### src/rtl/sg_desc_walker.sv
module sg_desc_walker #(
  parameter int NCH = 2,
  parameter int UW  = 16
) (
  input  logic                  clk,
  input  logic                  rst_n,
  input  logic                  reg_we,
  input  logic [7:0]            reg_addr,
  input  logic [31:0]           reg_wdata,
  output logic [31:0]           reg_rdata,
  output logic                  mem_valid,
  output logic [31:0]           mem_addr,
  input  logic                  mem_ready,
  input  logic [31:0]           mem_rdata,
  input  logic                  mem_err,
  output logic [NCH-1:0]        xfer_req,
  output logic [NCH*32-1:0]     xfer_src,
  output logic [NCH*32-1:0]     xfer_dst,
  output logic [NCH*(UW+3)-1:0] xfer_bytes,
  input  logic [NCH-1:0]        xfer_beat,
  output logic [NCH-1:0]        irq
);
  localparam int BW  = UW + 3;
  localparam int CHW = (NCH > 1) ? $clog2(NCH) : 1;
  localparam logic [7:0] CMD_OFS = 8'h80;
  localparam int LINK_B = 31, TC_B = 30, EOC_B = 29, ERR_B = 28;

  typedef enum logic [1:0] {S_IDLE, S_FETCH, S_XFER} st_t;

  st_t         st  [NCH];
  logic [31:0] dar [NCH];
  logic [31:0] cnt [NCH];
  logic [31:0] ctl [NCH];
  logic [31:0] src [NCH];
  logic [31:0] dst [NCH];
  logic [31:0] nxt [NCH];
  logic [31:0] sh  [4];
  logic [2:0]  widx;
  logic        own_v;
  logic [CHW-1:0] own;
  logic        pick_v;
  logic [CHW-1:0] pick;

  wire cmd_wr = reg_we && (reg_addr == CMD_OFS);
  logic [NCH-1:0] go, halt;
  always_comb
    for (int c = 0; c < NCH; c++) begin
      go[c]   = cmd_wr && reg_wdata[16+c] &&  reg_wdata[c];
      halt[c] = cmd_wr && reg_wdata[16+c] && !reg_wdata[c];
    end

  always_comb begin
    pick_v = 1'b0;
    pick   = '0;
    for (int c = NCH-1; c >= 0; c--)
      if (st[c] == S_FETCH && !halt[c]) begin
        pick_v = 1'b1;
        pick   = CHW'(c);
      end
  end

  assign mem_valid = own_v && (st[own] == S_FETCH);
  assign mem_addr  = dar[own] + {27'd0, widx, 2'b00};
  wire accept   = mem_valid && mem_ready;
  wire last_wd  = (widx == 3'd4);

  always_ff @(posedge clk) begin
    if (!rst_n) begin
      own_v <= 1'b0;
      own   <= '0;
      widx  <= '0;
      irq   <= '0;
      for (int i = 0; i < 4; i++) sh[i] <= '0;
      for (int c = 0; c < NCH; c++) begin
        st[c]  <= S_IDLE;
        dar[c] <= '0; cnt[c] <= '0; ctl[c] <= '0;
        src[c] <= '0; dst[c] <= '0; nxt[c] <= '0;
      end
    end else begin
      irq <= '0;
      if (!own_v) begin
        if (pick_v) begin
          own_v <= 1'b1;
          own   <= pick;
          widx  <= '0;
        end
      end else if (halt[own] || (accept && (mem_err || last_wd))) begin
        own_v <= 1'b0;
        widx  <= '0;
      end else if (accept) begin
        sh[widx[1:0]] <= mem_rdata;
        widx <= widx + 3'd1;
      end

      for (int c = 0; c < NCH; c++) begin
        if (reg_we && st[c] == S_IDLE) begin
          if (reg_addr == 8'(8*c))           dar[c] <= reg_wdata;
          if (reg_addr == 8'(8*c + 4))       cnt[c] <= reg_wdata;
          if (reg_addr == 8'(8'h40 + 8*c))   ctl[c] <= reg_wdata;
        end
        case (st[c])
          S_IDLE:  if (go[c]) st[c] <= S_FETCH;
          S_FETCH: begin
            if (halt[c]) st[c] <= S_IDLE;
            else if (accept && own == CHW'(c)) begin
              if (mem_err) begin
                st[c]  <= S_IDLE;
                irq[c] <= ctl[c][0] & cnt[c][ERR_B];
              end else if (last_wd) begin
                ctl[c] <= sh[0];
                src[c] <= sh[1];
                dst[c] <= sh[2];
                cnt[c] <= sh[3];
                nxt[c] <= mem_rdata;
                st[c]  <= S_XFER;
              end
            end
          end
          S_XFER: begin
            if (halt[c]) st[c] <= S_IDLE;
            else if (cnt[c][UW-1:0] == '0) begin
              irq[c] <= ctl[c][0] & (cnt[c][TC_B] | (cnt[c][EOC_B] & ~cnt[c][LINK_B]));
              if (cnt[c][LINK_B]) begin
                dar[c] <= nxt[c];
                st[c]  <= S_FETCH;
              end else begin
                st[c]  <= S_IDLE;
              end
            end else if (xfer_beat[c]) begin
              cnt[c][UW-1:0] <= cnt[c][UW-1:0] - UW'(1);
            end
          end
          default: st[c] <= S_IDLE;
        endcase
      end
    end
  end

  always_comb begin
    reg_rdata = '0;
    if (reg_addr == CMD_OFS)
      for (int c = 0; c < NCH; c++) reg_rdata[c] = (st[c] != S_IDLE);
    for (int c = 0; c < NCH; c++) begin
      if (reg_addr == 8'(8*c))         reg_rdata = dar[c];
      if (reg_addr == 8'(8*c + 4))     reg_rdata = cnt[c];
      if (reg_addr == 8'(8'h40 + 8*c)) reg_rdata = ctl[c];
    end
  end

  always_comb
    for (int c = 0; c < NCH; c++) begin
      xfer_req[c]            = (st[c] == S_XFER) && (cnt[c][UW-1:0] != '0);
      xfer_src[c*32 +: 32]   = src[c];
      xfer_dst[c*32 +: 32]   = dst[c];
      xfer_bytes[c*BW +: BW] = BW'(cnt[c][UW-1:0]) << ctl[c][2:1];
    end


  addr_hold_chk: assert property (@(posedge clk) disable iff (!rst_n)
    (mem_valid && !mem_ready && !cmd_wr) |=> (mem_valid && $stable(mem_addr)));

  generate
    for (genvar g = 0; g < NCH; g++) begin : g_chk

      no_mask_no_start_chk: assert property (@(posedge clk) disable iff (!rst_n)
        (st[g] == S_IDLE && !(reg_we && reg_addr == CMD_OFS && reg_wdata[16+g])) |=> (st[g] == S_IDLE));

      irq_gate_chk: assert property (@(posedge clk) disable iff (!rst_n)
        irq[g] |-> $past(ctl[g][0]));

      dar_hold_chk: assert property (@(posedge clk) disable iff (!rst_n)
        (st[g] == S_FETCH) |=> $stable(dar[g]));

      units_hold_chk: assert property (@(posedge clk) disable iff (!rst_n)
        (st[g] == S_XFER && !xfer_beat[g]) |=> $stable(cnt[g][UW-1:0]));
    end
  endgenerate
endmodule

### config.mk
export PLATFORM = sky130hd
export DESIGN_NAME = sg_desc_walker
export DESIGN_NICKNAME = d
export VERILOG_FILES = /design/src/rtl/sg_desc_walker.sv
export SDC_FILE = /design/constraint.sdc
export NUM_CORES = 1
export LEC_CHECK = 0
export ABC_AREA = 1
export BUFFER_PORTS_ARGS = -buffer_cell sky130_fd_sc_hd__buf_2
export CAP_MARGIN = 20
export CORE_MARGIN = 3
export CORE_UTILIZATION = 55
export CTS_CLUSTER_SIZE = 30
export DETAILED_ROUTE_END_ITERATION = 6
export PLACE_DENSITY = 0.81
export SYNTH_ARGS = -nofsm -noshare
export SYNTH_HDL_FRONTEND = slang
export SYNTH_SLANG_ARGS = --single-unit
### constraint.sdc
create_clock -name clk -period 13.49 [get_ports clk]
set_input_delay 3.3725 -clock clk [delete_from_list [all_inputs] [get_ports clk]]
set_output_delay 3.3725 -clock clk [all_outputs]
set_load 0.1 [all_outputs]
* Yosys cells after proc, flatten, opt, wreduce, memory -nomap -nowiden *
Memories as Yosys holds them, arrays and structs flattened. A register that Yosys moved wholly into a read port is not among the register bits.
Cells that the tools add are included.

cells by class
  add/subtract/negate cells = 4
  $lt $le $gt $ge = 1
  equal/unequal tests = 13
  shifts and indexed selects = 2
  multiplexer cells = 191
  bitwise logic cells = 48
  reductions and logical operators = 39

operator list
  kind                     number
  $mux W32                 25
  $mux W1                  140
  $or A1 B1 Y1             38
  $shl A16 B2 Y19          2
  $mux W2                  18
  $add A32 B5 Y32          1
  $logic_not A16 Y1        2
  $mux W16                 2
  $reduce_bool A16 Y1      2
  $reduce_or A32 Y1        1
  $sub A16 B1 Y16 const B  2
  $logic_and A1 B1 Y1      18
  $eq A8 B4 Y1 const B     2
  $eq A8 B7 Y1 const B     2
  $mux W3                  4
  $eq A8 B3 Y1 const B     1
  $eq A8 B8 Y1 const B     1
  $logic_not A8 Y1         1
  $and A1 B1 Y1            6
  $eq A2 B1 Y1 const B     3
  $reduce_bool A2 Y1       3
  $reduce_or A3 Y1         2
  $eq A2 B2 Y1 const B     2
  $logic_not A1 Y1         4
  9 further kinds          16

storage, ports and cells
  register bits = 7
  RAM bits = 516
  input port bits = 79
  output and inout port bits = 235
  word-level logic and storage cells = 310
  memories kept = 8

memories
  memory       words  bits a word  rd ports  clocked after Yosys merged registers in  write ports  RTL line  text
  sh           4      32           4         0                                        4            37        logic [31:0] sh [4];
  cnt          2      32           2         0                                        2            32        logic [31:0] cnt [NCH];
  ctl          2      32           2         0                                        2            33        logic [31:0] ctl [NCH];
  dar          2      32           3         1                                        2            31        logic [31:0] dar [NCH];
  dst          2      32           2         0                                        2            35        logic [31:0] dst [NCH];
  nxt          2      32           2         0                                        2            36        logic [31:0] nxt [NCH];
  +2 memories  --     --           --        --                                       --           --

* Logic depth before layout (Yosys ltp) *
  depth after elaboration = 16
  mapped depth = 21
  mapped depth without buffers = 18

* Least setup slack after synthesis *
No wires, ideal clock.

  kind = input to register
  start point = input reg_addr[7]
  end point = memory ctl[0][0], enable pin
  setup time = 0.428 ns
  arrival = 12.027 ns
  data required time = 13.062 ns
  setup slack = 1.035 ns
  cell stages on the path = 8
  buffers on the path = 0
  path through = inv_1 nor2_1 nand2_1 nor2_4 nand4_4 nand2_2 o21ai_0 o21bai_1

RTL lines
  item                RTL line  text
  start: declaration  8         input logic [7:0] reg_addr,
  end: declaration    33

* Final worst setup path *
  start point = input reg_addr[5]
  end point = output reg_rdata[30]

between the ends
  word-level cells in the longest chain between the ends = 7
  elaborated cells on any way between the ends = 12
  those cells by class = eq/ne: 5; mux: 6; reduce/logical: 1

ends and longest elaborated chain
  item              RTL line  text
  $logic_not A8 Y1  144       if (reg_addr == 8'(8*c)) reg_rdata = dar[c];
  $mux W32          144
  $mux W32          145       if (reg_addr == 8'(8*c + 4)) reg_rdata = cnt[c];
  $mux W32          146       if (reg_addr == 8'(8'h40 + 8*c)) reg_rdata = ctl[c];
  $mux W32          144
  $mux W32          145
  $mux W32 *        146
  end: declaration  10        output logic [31:0] reg_rdata,

Every way passes the cells marked *; elsewhere a longest branch is shown, timed or not.

==> flow_summary.json <==
{
  "grt_pass1_wl_um": 116000,
  "routed.top_layer": "met5",
  "cp-start-kind": "primary input",
  "hold_path.class": "reg -> reg",
  "fin_crit_sh_pct": 72.9,
  "ir_worst_vdd_mv": 0.172,
  "arrival_ns": 6.46,
  "cts_setup_buffers": 0,
  "antenna_left": 0,
  "synth_edf_count": 516,
  "whs_endpoint": "dar[1][30]",
  "finalSetupTns_ns": 0,
  "drt-initial-drc-count": 2634,
  "setup_viol": 0,
  "dr_total_vias": 19700,
  "path_class": "in -> out",
  "drv_cap": 0,
  "clock-sinks": 524,
  "drive_above_1_share_pct": 19.9,
  "top_level_ports": 314,
  "port-buffer-count": 313,
  "seq_area_frac_synth_pct": 61.8,
  "ys_warn_count": 0,
  "crit_top_cell": "buf_2",
  "dr_wl_met3_um": 11400,
  "clk_pin_slew_worst_paths_ns": 0.06,
  "cts_tree": "yes",
  "cp_slowest_stage_delay_ns": 0.84,
  "syn2layout_area_growth_pct": 14.4,
  "antenna_found_initial": 4,
  "pre_cts_ws_ns": 3.81,
  "grt_pass1_vias": 18600,
  "numCtsBuffers": 52,
  "post_drt_wl_per_cell_um": 23.7,
  "wl_met2_um": 34300,
  "crit_buf_inv": 3,
  "reg2regPathDepth": 11,
  "async_flop_share_pct": 0,
  "cts_resized": 0,
  "fill_cells": 3593,
  "critical_path.top_delay_family": "simple AND/OR/NAND/NOR gates",
  "synth-seq-cells": 524,
  "place_hpwl_um": 56300,
  "clock.fmax_ghz": 0.102,
  "grt_remaining_overflow": 0,
  "cp_slowest_cell": "nor2_2",
  "outcome": "finished, final reports clean",
  "place_congestion": 0.981,
  "insertion_delay_ns": 0.61,
  "via_per_inst": 5.84,
  "core-area_mm2": 0.0455,
  "power_leakage_nw": 12.5,
  "die_h_um": 221,
  "required_ns": 10.12,
  "cts-htree-levels": 2,
  "synth_cell_type_count": 57,
  "drt-met1-wl_um": 31400,
  "hold_path_depth": 2,
  "multi_input_area_mm2": 0.00796,
  "hold_slack_ns": 0.536,
  "initial_utilization_pct": 55.7,
  "seq_area_mm2": 0.0157,
  "cp-end-kind": "primary output",
  "rows": 78,
  "synth_area_mm2": 0.0253,
  "grtUsageTotal_pct": 32.3,
  "p_per_area_mw_per_mm2": 131,
  "ff2ff_setup_slack_ns": 9.13,
  "cts_buffer_depth": 3,
  "r2r-end": "dst[0][2]",
  "wl_um": 79900,
  "finalCriticalPeriod_ns": 9.83,
  "drc": 0,
  "die_area_mm2": 0.0487,
  "crit_path_max_fanout": 19,
  "syn_area_per_cell_um2": 10.3,
  "worst_slew_pin_slew_ns": 1.10,
  "grt_max_degree": 80,
  "cts_hold_buf": 0,
  "cts_root_buf": "clkbuf_16",
  "syn_inst": 2456,
  "nNetsFinal": 2831,
  "finalMaxSlewViolations": 0,
  "crit_path_cell_trace": "buf_2, nor2_1, nand3_1, nor2_2, inv_1, o21ai_0, a21oi_1, o2111ai_1, buf_2",
  "die_w_um": 221,
  "synthFlopType": "edfxtp_1",
  "skew_ns": 0.0156,
  "hold_viol": 0,
  "syn_nets": 2552,
  "maxSlewHeadroom_pct": 26.5,
  "rsz0062_at_grt": "false",
  "setup_ws_ns": 3.66,
  "holdCritStartpoint": "nxt[0][62]",
  "drt_pass1_iterations": 6
}
[cell usage in the layout, fill, tap and decap left out, types with 9 or more instances in the layout]
cell         n
o21ai_1     34
clkinv_2     9
nand2_2     12
inv_1      294
o22ai_1     50
mux2i_1     25
a221oi_1    21
nand4_1     24
o21ai_0    128
nor2_1     291
nor3_1      17
xor2_1      41
ha_1        16
clkinv_1    13
clkbuf_16   52
buf_2      313
mux2_2      31
nand2_1    542
nor2_4      44
buf_4       20
edfxtp_1   516
or2_2       13
nand3_1    124
a21oi_1     37
[worst max-delay path by stage]
stage | startpoint | end | cells past startpoint
3_3_place_gp | reg_addr[5] | reg_rdata[30] | 9
5_1_grt | reg_addr[5] | reg_rdata[30] | 9
2_1_floorplan | reg_addr[7] | ctl[0][0] | 8
3_5_place_dp | reg_addr[5] | reg_rdata[30] | 9
4_1_cts | reg_addr[5] | reg_rdata[30] | 9
6_report | reg_addr[5] | reg_rdata[30] | 9
[power by group]
part | internal [mW] | total, mW | switching (mW) | leakage, nW
logic | 0.0678 | 0.456 | 0.388 | 6.25
registers | 1.84 | 1.88 | 0.0393 | 5.40
clock network | 0.822 | 1.45 | 0.627 | 0.813
total | 2.73 | 3.79 | 1.06 | 12.5
[metal layers]
| metal | vias to the layer above | track usage (%) |
|---|---|---|
| li1 | 8827 | - |
| met1 | 9218 | 46.6 |
| met2 | 1473 | 46.6 |
| met3 | 178 | 10.1 |
| met4 | 4 | 11.6 |
| met5 | - | 0 |
[registers in the layout, indices dropped and copies added (netlist names), named ones only]
signal,flops
dst,64
sh,128
src,64
cnt,64
irq,2
st,4
nxt,64
widx,3
ctl,64
own_v,1
dar,64
own,1
[logic make-up after synthesis]
logic type | count (synthesis) | share of synthesized area (%)
DFF | 524 | 61.8
and+or+nand+nor | 1097 | 19.6
adders and majority gates | 17 | 0.869
AOI/OAI and AO/OA | 298 | 6.75
xor gates and xnor gates | 49 | 1.69
buffers and inverters | 415 | 6.94
muxes | 56 | 2.37
[cells in the mapped netlist, types with 5 or more instances]
cell type / number / area share [%]
a21oi_1: 37 / 0.73
a221oi_1: 21 / 0.73
a31oi_1: 5 / 0.12
buf_2: 56 / 1.1
buf_4: 5 / 0.15
buf_6: 8 / 0.36
clkbuf_1: 34 / 0.50
dfxtp_1: 8 / 0.63
edfxtp_1: 516 / 61
ha_1: 16 / 0.79
inv_1: 294 / 4.4
inv_2: 9 / 0.13
mux2_2: 31 / 1.4
mux2i_1: 25 / 0.99
nand2_1: 546 / 8.1
nand2_2: 9 / 0.22
nand3_1: 124 / 2.5
nand4_1: 24 / 0.59
nor2_1: 292 / 4.3
nor2_2: 6 / 0.15
nor2_4: 44 / 2.0
nor3_1: 17 / 0.34
o2111ai_1: 7 / 0.24
o21ai_0: 129 / 2.5
o21ai_1: 34 / 0.67
o22ai_1: 50 / 1.2
or2_2: 13 / 0.32
xnor2_1: 8 / 0.28
xor2_1: 41 / 1.4
[through the flow]
stage | cell area [µm²] | total power [mW] | std cells | util (%)
final | 29000 | 3.79 | 3374 | 63.7
after global routing | 29000 | 3.88 | 3374 | 63.7
after CTS | 29000 | 3.79 | 3371 | 63.7
after detailed placement | 27300 | 2.37 | 3280 | 59.9
after global placement | 27200 | 2.36 | 3279 | 59.9
after floorplan | 25300 | 2.24 | 2456 | -
[worst min-delay path, stage by stage (launching register included)]
cell and delay [ns]:
edfxtp_1 0.32, nand2_1 0.05, nand2_1 0.06
[final cells by class]
type                            instances  area share, %
Tap cell                              600           2.59
Multi-Input combinational cell       1517           27.4
Sequential cell                       524           54.0
Timing Repair Buffer                  335           6.11
Clock buffer                           54           4.52
Inverter                              305           3.98
Clock inverter                         37           1.32
Antenna cell                            2         0.0173
No activity file was read; power rests on OpenSTA's default activity.
